## src/rtl/cal_pkg.sv

```systemverilog
package cal_pkg;

  localparam int CAL_BYTES = 6;
  localparam int PAR_BYTES = 5;
  localparam int CAL_W     = 8 * CAL_BYTES;

  typedef logic [CAL_BYTES-1:0][7:0] cal_t;

  typedef struct packed {
    logic       wrap;
    logic [7:0] val;
  } step8_t;

  typedef struct packed {
    cal_t cal;
    logic flag;
  } test_res_t;

  // year 00, month 1 / weekday 0, day 01, 00:00:00
  localparam cal_t CAL_RESET = 48'h00_10_01_00_00_00;

  // One BCD increment; wraps to 'first' after reaching 'last'.
  function automatic step8_t bcd_step(input logic [7:0] v, input logic [7:0] last,
                                      input logic [7:0] first);
    step8_t r;
    if (v == last) begin
      r.wrap = 1'b1;
      r.val  = first;
    end else if (v[3:0] >= 4'd9) begin
      r.wrap = 1'b0;
      r.val  = {v[7:4] + 4'd1, 4'd0};
    end else begin
      r.wrap = 1'b0;
      r.val  = {v[7:4], v[3:0] + 4'd1};
    end
    return r;
  endfunction

  // BCD year divisible by four: ones + 2*(tens mod 2) divisible by four.
  function automatic logic leap_year(input logic [7:0] yr);
    logic [4:0] s;
    s = {1'b0, yr[3:0]} + {3'b000, yr[4], 1'b0};
    return (s[1:0] == 2'b00);
  endfunction

  function automatic logic [7:0] last_day(input logic [3:0] mon, input logic [7:0] yr);
    logic [7:0] d;
    case (mon)
      4'd2:                    d = leap_year(yr) ? 8'h29 : 8'h28;
      4'd4, 4'd6, 4'd9, 4'd11: d = 8'h30;
      default:                 d = 8'h31;
    endcase
    return d;
  endfunction

  // Calendar advance by one second.
  function automatic cal_t calendar_next(input cal_t c, input logic serial);
    cal_t   n;
    step8_t s;
    n = c;
    s = bcd_step(c[0], 8'h59, 8'h00);
    n[0] = s.val;
    if (s.wrap) begin
      s = bcd_step(c[1], 8'h59, 8'h00);
      n[1] = s.val;
      if (s.wrap) begin
        s = bcd_step(c[2], 8'h23, 8'h00);
        n[2] = s.val;
        if (s.wrap) begin
          n[4][3:0] = (c[4][3:0] >= 4'd6) ? 4'd0 : c[4][3:0] + 4'd1;
          s = bcd_step(c[3], last_day(c[4][7:4], c[5]), 8'h01);
          n[3] = s.val;
          if (s.wrap) begin
            if (c[4][7:4] >= 4'd12) begin
              n[4][7:4] = 4'd1;
              if (serial) begin
                s = bcd_step(c[5], 8'h99, 8'h00);
                n[5] = s.val;
              end
            end else begin
              n[4][7:4] = c[4][7:4] + 4'd1;
            end
          end
        end
      end
    end
    return n;
  endfunction

  // Test step, one ripple chain across the active bytes.
  function automatic test_res_t test_ripple(input cal_t c, input logic serial);
    test_res_t r;
    logic      carry;
    r.cal  = c;
    r.flag = serial ? (c[5] == 8'h00) : (c[4] == 8'h00);
    carry  = 1'b1;
    for (int i = 0; i < CAL_BYTES; i++) begin
      if ((i < PAR_BYTES || serial) && carry) begin
        r.cal[i] = c[i] + 8'd1;
        carry    = (r.cal[i] == 8'h00);
      end
    end
    return r;
  endfunction

  // Test step, every active byte counts on its own.
  function automatic test_res_t test_parallel(input cal_t c, input logic serial);
    test_res_t r;
    r.cal  = c;
    r.flag = 1'b0;
    for (int i = 0; i < CAL_BYTES; i++) begin
      if (i < PAR_BYTES || serial) begin
        r.cal[i] = c[i] + 8'd1;
        if (r.cal[i] == 8'h00) r.flag = 1'b1;
      end
    end
    return r;
  endfunction

endpackage

```

## src/rtl/cal_sec_divider.sv

```systemverilog
module cal_sec_divider #(
  parameter int DIV_BITS  = 15,
  parameter int KEEP_BITS = 9
) (
  input  logic clk,
  input  logic rst_n,
  input  logic ref_tick,
  input  logic count_en,
  input  logic clear_upper,
  output logic sec_tick
);

  localparam int HI_W = DIV_BITS - KEEP_BITS;

  logic [KEEP_BITS-1:0] lo_q;
  logic [HI_W-1:0]      hi_q;
  logic                 lo_wrap;

  assign lo_wrap  = ref_tick & (&lo_q);
  assign sec_tick = lo_wrap & count_en & (&hi_q);

  // low stages free-run on every reference pulse
  always_ff @(posedge clk or negedge rst_n) begin
    if (!rst_n)        lo_q <= '0;
    else if (ref_tick) lo_q <= lo_q + 1'b1;
  end

  // upper stages advance only while counting; a time set clears them
  always_ff @(posedge clk or negedge rst_n) begin
    if (!rst_n)                    hi_q <= '0;
    else if (clear_upper)          hi_q <= '0;
    else if (lo_wrap && count_en)  hi_q <= hi_q + 1'b1;
  end

endmodule

```

## src/rtl/cal_test_prescaler.sv

```systemverilog
module cal_test_prescaler #(
  parameter int TEST_BITS = 2
) (
  input  logic clk,
  input  logic rst_n,
  input  logic ref_tick,
  input  logic test_en,
  output logic test_step
);

  logic [TEST_BITS-1:0] tp_q;

  assign test_step = test_en & ref_tick & (&tp_q);

  always_ff @(posedge clk or negedge rst_n) begin
    if (!rst_n)        tp_q <= '0;
    else if (!test_en) tp_q <= '0;
    else if (ref_tick) tp_q <= tp_q + 1'b1;
  end

endmodule

```

## src/rtl/cal_step_unit.sv

```systemverilog
module cal_step_unit
  import cal_pkg::*;
(
  input  cal_t             cur,
  input  logic             serial_mode,
  input  logic             oe,
  input  logic             test_en,
  input  logic             sec_tick,
  input  logic             test_step,
  input  logic             load_stb,
  input  logic [CAL_W-1:0] load_data,
  input  logic             flag_q,
  output cal_t             nxt,
  output logic             flag_nxt
);

  cal_t      loaded;
  cal_t      counted;
  test_res_t rip;
  test_res_t par;

  // per-byte load mux; the year byte is written only in serial mode
  for (genvar g = 0; g < CAL_BYTES; g++) begin : g_load
    if (g < PAR_BYTES) begin : g_always
      assign loaded[g] = load_data[8*g +: 8];
    end else begin : g_serial
      assign loaded[g] = serial_mode ? load_data[8*g +: 8] : cur[g];
    end
  end

  assign counted = calendar_next(cur, serial_mode);
  assign rip     = test_ripple(cur, serial_mode);
  assign par     = test_parallel(cur, serial_mode);

  // priority: load, then test step, then second tick
  always_comb begin
    nxt      = cur;
    flag_nxt = test_en ? flag_q : 1'b0;
    if (load_stb) begin
      nxt = loaded;
    end else if (test_step) begin
      if (oe) begin
        nxt      = rip.cal;
        flag_nxt = rip.flag;
      end else begin
        nxt      = par.cal;
        flag_nxt = par.flag;
      end
    end else if (sec_tick) begin
      nxt = counted;
    end
  end

endmodule

```

## src/rtl/cal_counter.sv

```systemverilog
module cal_counter
  import cal_pkg::*;
#(
  parameter int DIV_BITS  = 15,
  parameter int KEEP_BITS = 9,
  parameter int TEST_BITS = 2
) (
  input  logic             clk,
  input  logic             rst_n,
  input  logic             ref_tick,
  input  logic             load_stb,
  input  logic [CAL_W-1:0] load_data,
  input  logic             run_en,
  input  logic             test_en,
  input  logic             oe,
  input  logic             serial_mode,
  output logic [CAL_W-1:0] cal_bytes,
  output logic             test_flag
);

  cal_t cal_q;
  cal_t cal_d;
  logic flag_q;
  logic flag_d;
  logic halt_q;
  logic run_q;
  logic test_q;
  logic restart;
  logic count_en;
  logic sec_tick;
  logic test_step;

  assign restart  = (run_en & ~run_q) | (test_q & ~test_en);
  assign count_en = run_en & ~halt_q & ~test_en;

  cal_sec_divider #(
    .DIV_BITS  (DIV_BITS),
    .KEEP_BITS (KEEP_BITS)
  ) div_i (
    .clk         (clk),
    .rst_n       (rst_n),
    .ref_tick    (ref_tick),
    .count_en    (count_en),
    .clear_upper (load_stb),
    .sec_tick    (sec_tick)
  );

  cal_test_prescaler #(
    .TEST_BITS (TEST_BITS)
  ) tpre_i (
    .clk       (clk),
    .rst_n     (rst_n),
    .ref_tick  (ref_tick),
    .test_en   (test_en),
    .test_step (test_step)
  );

  cal_step_unit step_i (
    .cur         (cal_q),
    .serial_mode (serial_mode),
    .oe          (oe),
    .test_en     (test_en),
    .sec_tick    (sec_tick),
    .test_step   (test_step),
    .load_stb    (load_stb),
    .load_data   (load_data),
    .flag_q      (flag_q),
    .nxt         (cal_d),
    .flag_nxt    (flag_d)
  );

  always_ff @(posedge clk or negedge rst_n) begin
    if (!rst_n) begin
      cal_q  <= CAL_RESET;
      flag_q <= 1'b0;
      halt_q <= 1'b0;
      run_q  <= 1'b0;
      test_q <= 1'b0;
    end else begin
      cal_q  <= cal_d;
      flag_q <= flag_d;
      run_q  <= run_en;
      test_q <= test_en;
      if (load_stb)     halt_q <= 1'b1;
      else if (restart) halt_q <= 1'b0;
    end
  end

  assign cal_bytes = cal_q;
  assign test_flag = flag_q;

endmodule

```

## config.mk

```make
export PLATFORM = sky130hd
export DESIGN_NAME = cal_counter
export DESIGN_NICKNAME = d
export VERILOG_FILES = /design/src/rtl/cal_pkg.sv /design/src/rtl/cal_sec_divider.sv /design/src/rtl/cal_test_prescaler.sv /design/src/rtl/cal_step_unit.sv /design/src/rtl/cal_counter.sv
export SDC_FILE = /design/constraint.sdc
export NUM_CORES = 1
export LEC_CHECK = 0
export ABC_AREA = 1
export BUFFER_PORTS_ARGS = -buffer_cell sky130_fd_sc_hd__buf_2
export CELL_PAD_IN_SITES_DETAIL_PLACEMENT = 0
export CELL_PAD_IN_SITES_GLOBAL_PLACEMENT = 1
export CORE_AREA = 5 5 132 134
export DETAILED_ROUTE_END_ITERATION = 10
export DIE_AREA = 0 0 137 139
export PLACE_DENSITY_LB_ADDON = 0.1
export SKIP_CTS_REPAIR_TIMING = 1
export SYNTH_ARGS = -nofsm -noshare
export SYNTH_HDL_FRONTEND = slang
export SYNTH_SLANG_ARGS = --single-unit
export TNS_END_PERCENT = 30
```

## constraint.sdc

```tcl
create_clock -name clk -period 2.15 [get_ports clk]
set_clock_uncertainty 0.15 [all_clocks]
set_input_delay 0.43 -clock clk [delete_from_list [all_inputs] [get_ports clk]]
set_output_delay 0.43 -clock clk [all_outputs]
set_load 0.03 [all_outputs]
```

==> impl_metrics.ini <==
[status]
status = finished, violations left
failed_checks = negative setup slack

[floorplanning]
pin_count = 105
core-area_um2 = 16170
die_w_um = 137
initial_utilization_pct = 34.83
rows = 47
dieArea_um2 = 19040
die_y_um = 139

[timing]
timing.fmax_mhz = 453.9
tightest_slew_ns = 0.6188
maxSlewHeadroom_pct = 58.22
layout_min_cycle_time_ns = 2.203
finalSetupViolCount = 20
rsz0062_at_grt = yes
slew_viol_final = 0
fin_crit_sh_pct = 102.5
finalHoldViolCount = 0
worst_slack_ns = -0.05319

[clock_network]
clock_sinks = 69
clk_path_buf_depth = 2
insertion_delay_ns = 0.35
htree_levels = 3
tritoncts = yes
cts_buffers = 9
clk_pin_slew_worst_paths_ns = 0.06
cts_root_buf = clkbuf_16

[synth]
syn-cell-area_um2 = 5633
synth_most_common_cell = nand2_1
synthDistinctLibCells = 51
synth_commonest_cells = nand2_1 (239), inv_1 (83), nor2_1 (70), dfrtp_1 (67), nand3_1 (65)
ys.flop_type = dfrtp_1
ys_seq_elements = 69
synth_edf_count = 0
ys_warn_count = 0
synth_top_cell_by_area = dfrtp_1
postSynthNetCount = 909
synth_area_leaders = dfrtp_1 (30%), nand2_1 (16%), ha_1 (8.9%), nand3_1 (5.8%), inv_1 (5.5%)
syn_avg_cell_area_um2 = 6.929
syn-instance-count = 813
synth_top_cell_area_share_pct = 29.76
async_flop_share_pct = 100.0
seq_area_frac_synth_pct = 30.70

[worst_setup_path]
slowest_stage = dfstp_2
cp-start-kind = flop
reg2reg_from = cal_bytes[36]$_DFFE_PN1P_
crit_required_ns = 2.23
crit_type = flop to flop
arrival_ns = 2.29
cpMostUsedCell = nand2_1
crit_path_cell_trace = inv_4, ha_4, o21ai_1, nand2_1, nand2_1, nand2_1, nand2_1, nand3_2, nand2_2, nand3_4, nor2_4, nand3_4, nand2_1, nand2_1
timing.rr.end = cal_bytes[47]$_DFFE_PN0P_
reg2regPathDepth = 14
r2r_slack_ns = -0.05
slowest_delay_ns = 0.58
critPathCaptureType = flop
cp_max_fo = 5

[cells_and_area]
fill_cells = 1674
drive_above_1_share_pct = 32.23
finalNonFillerCells = 1247
multiInputGateArea_um2 = 3705
seq_area_um2 = 1734
syn_to_final_growth_pct = 38.76
fin_nets = 1118
antennaDiodeCount = 0

[global_routing]
antenna_found_initial = 1
grt-ovfl-total = 0
grt_usage_pct = 19.55
busiest_layer = met2
grt_pass1_vias = 5977
use_met1_pct = 24.76
grt_max_degree = 36
use_met2_pct = 32.92
gr-usage-met3_pct = 4.862
grt_pass1_wl_um = 29880

[detailed_routing]
vias = 6087
postRouteAntennaNets = 0
drc_errors = 0
totalWireLength_um = 18530
drt-pass1-iter-count = 4
wl_per_cell_um = 14.86
initialDrtViolationCount = 231
viasPerCell = 4.881

[worst_hold_path]
hold_class = primary input to flop
min-delay-start = run_en
whs_path_depth = 1
holdPathEnd = run_q$_DFF_PN0_

[placed_design]
port_buffers = 104
dp_cells = 1226
gp_congestion = 0.8697
hpwl_um = 14670

[power]
total_power_mw = 6.539
power.leakage_nw = 3.947
irDropWorstVdd_mv = 0.6771
powerDensity_nw_per_um2 = 836.5

[job]
cap_viol_max_count = 0
[worst max-delay path by stage]
stage | from | endpoint | slack (ns) | depth (start not counted)
final | cal_bytes[36]$_DFFE_PN1P_ | cal_bytes[47]$_DFFE_PN0P_ | -0.05 | 14
after global routing | cal_bytes[24]$_DFFE_PN1P_ | cal_bytes[37]$_DFFE_PN0P_ | -0.22 | 11
after CTS | cal_bytes[24]$_DFFE_PN1P_ | cal_bytes[37]$_DFFE_PN0P_ | -0.13 | 11
after detailed placement | cal_bytes[24]$_DFFE_PN1P_ | cal_bytes[37]$_DFFE_PN0P_ | -0.1 | 11
after global placement | cal_bytes[24]$_DFFE_PN1P_ | cal_bytes[32]$_DFFE_PN0P_ | -0.05 | 11
after floorplan | cal_bytes[36]$_DFFE_PN1P_ | cal_bytes[44]$_DFFE_PN0P_ | -0.11 | 14
[layout make-up]
class	instances	area share [%]
Timing Repair Buffer	217	18.33
Tap cell	220	3.522
Clock buffer	10	2.929
Multi-Input combinational cell	630	47.40
Sequential cell	69	22.19
Clock inverter	6	0.9124
Inverter	95	4.722
[per-layer routing]
metal	wire [µm]	share of wire (%)
met5	13	0.070
met4	340	1.8
met3	874	4.7
met2	8902	48
met1	8399	45
[placed cells by master, fill, tap and decap left out, drive strengths merged, types with 3 or more instances in the layout]
cell type,instances
nand2,251
nor3,8
xnor2,6
clkinv,4
xor2,16
ha,40
o211ai,4
nor2,80
o21ai,62
a31oi,7
buf,216
a22oi,4
dfrtp,67
inv,94
nand3,73
a21oi,23
nand4,31
clkbuf,10
o31ai,4
and3,3
[through the flow]
step / TNS [ns] / hold WS [ns] / utilization [%] / setup slack, ns / instance area (µm²)
after floorplan: -1.061 / -0.01559 / - / -0.1088 / 5662
after detailed placement: -2.116 / 0.2435 / 44.63 / -0.09540 / 7218
after global placement: -0.5165 / 0.2399 / 44.63 / -0.04537 / 7218
after global routing: -4.903 / 0.06501 / 48.33 / -0.2233 / 7816
final: -0.5677 / 0.08169 / 48.33 / -0.05319 / 7816
after CTS: -2.863 / -0.1334 / 46.49 / -0.1285 / 7518
[state kept, by name, summed over array words and instances (netlist names)]
signal and flops:
tpre_i.tp_q 2, test_flag 1, halt_q 1, cal_bytes 48, run_q 1, test_q 1
div_i.lo_q 9, div_i.hi_q 6
[worst max-delay path, delay by kind of cell (launching register included)]
family | cells | cell delay, ns
and+or+nand+nor | 11 | 1.02
buffers and inverters | 1 | 0.06
adders and majority gates | 1 | 0.15
DFF | 1 | 0.58
AOI/OAI and AO/OA | 1 | 0.12
[cells by family after synthesis]
family,share of synthesized area (%)
AND/OR/NAND/NOR,36.36
buffers and inverters,8.307
adder cells (fa/ha/maj),8.885
AO/OA/AOI/OAI,12.33
flip-flops,30.70
XOR/XNOR,3.421
[power by group]
part | switching (mW) | total [mW] | internal, mW
registers | 0.341 | 1.93 | 1.59
logic | 1.85 | 3.09 | 1.24
clock network | 0.615 | 1.52 | 0.906
total | 2.81 | 6.54 | 3.73
Note: power is estimated with default switching activity, not from simulation.
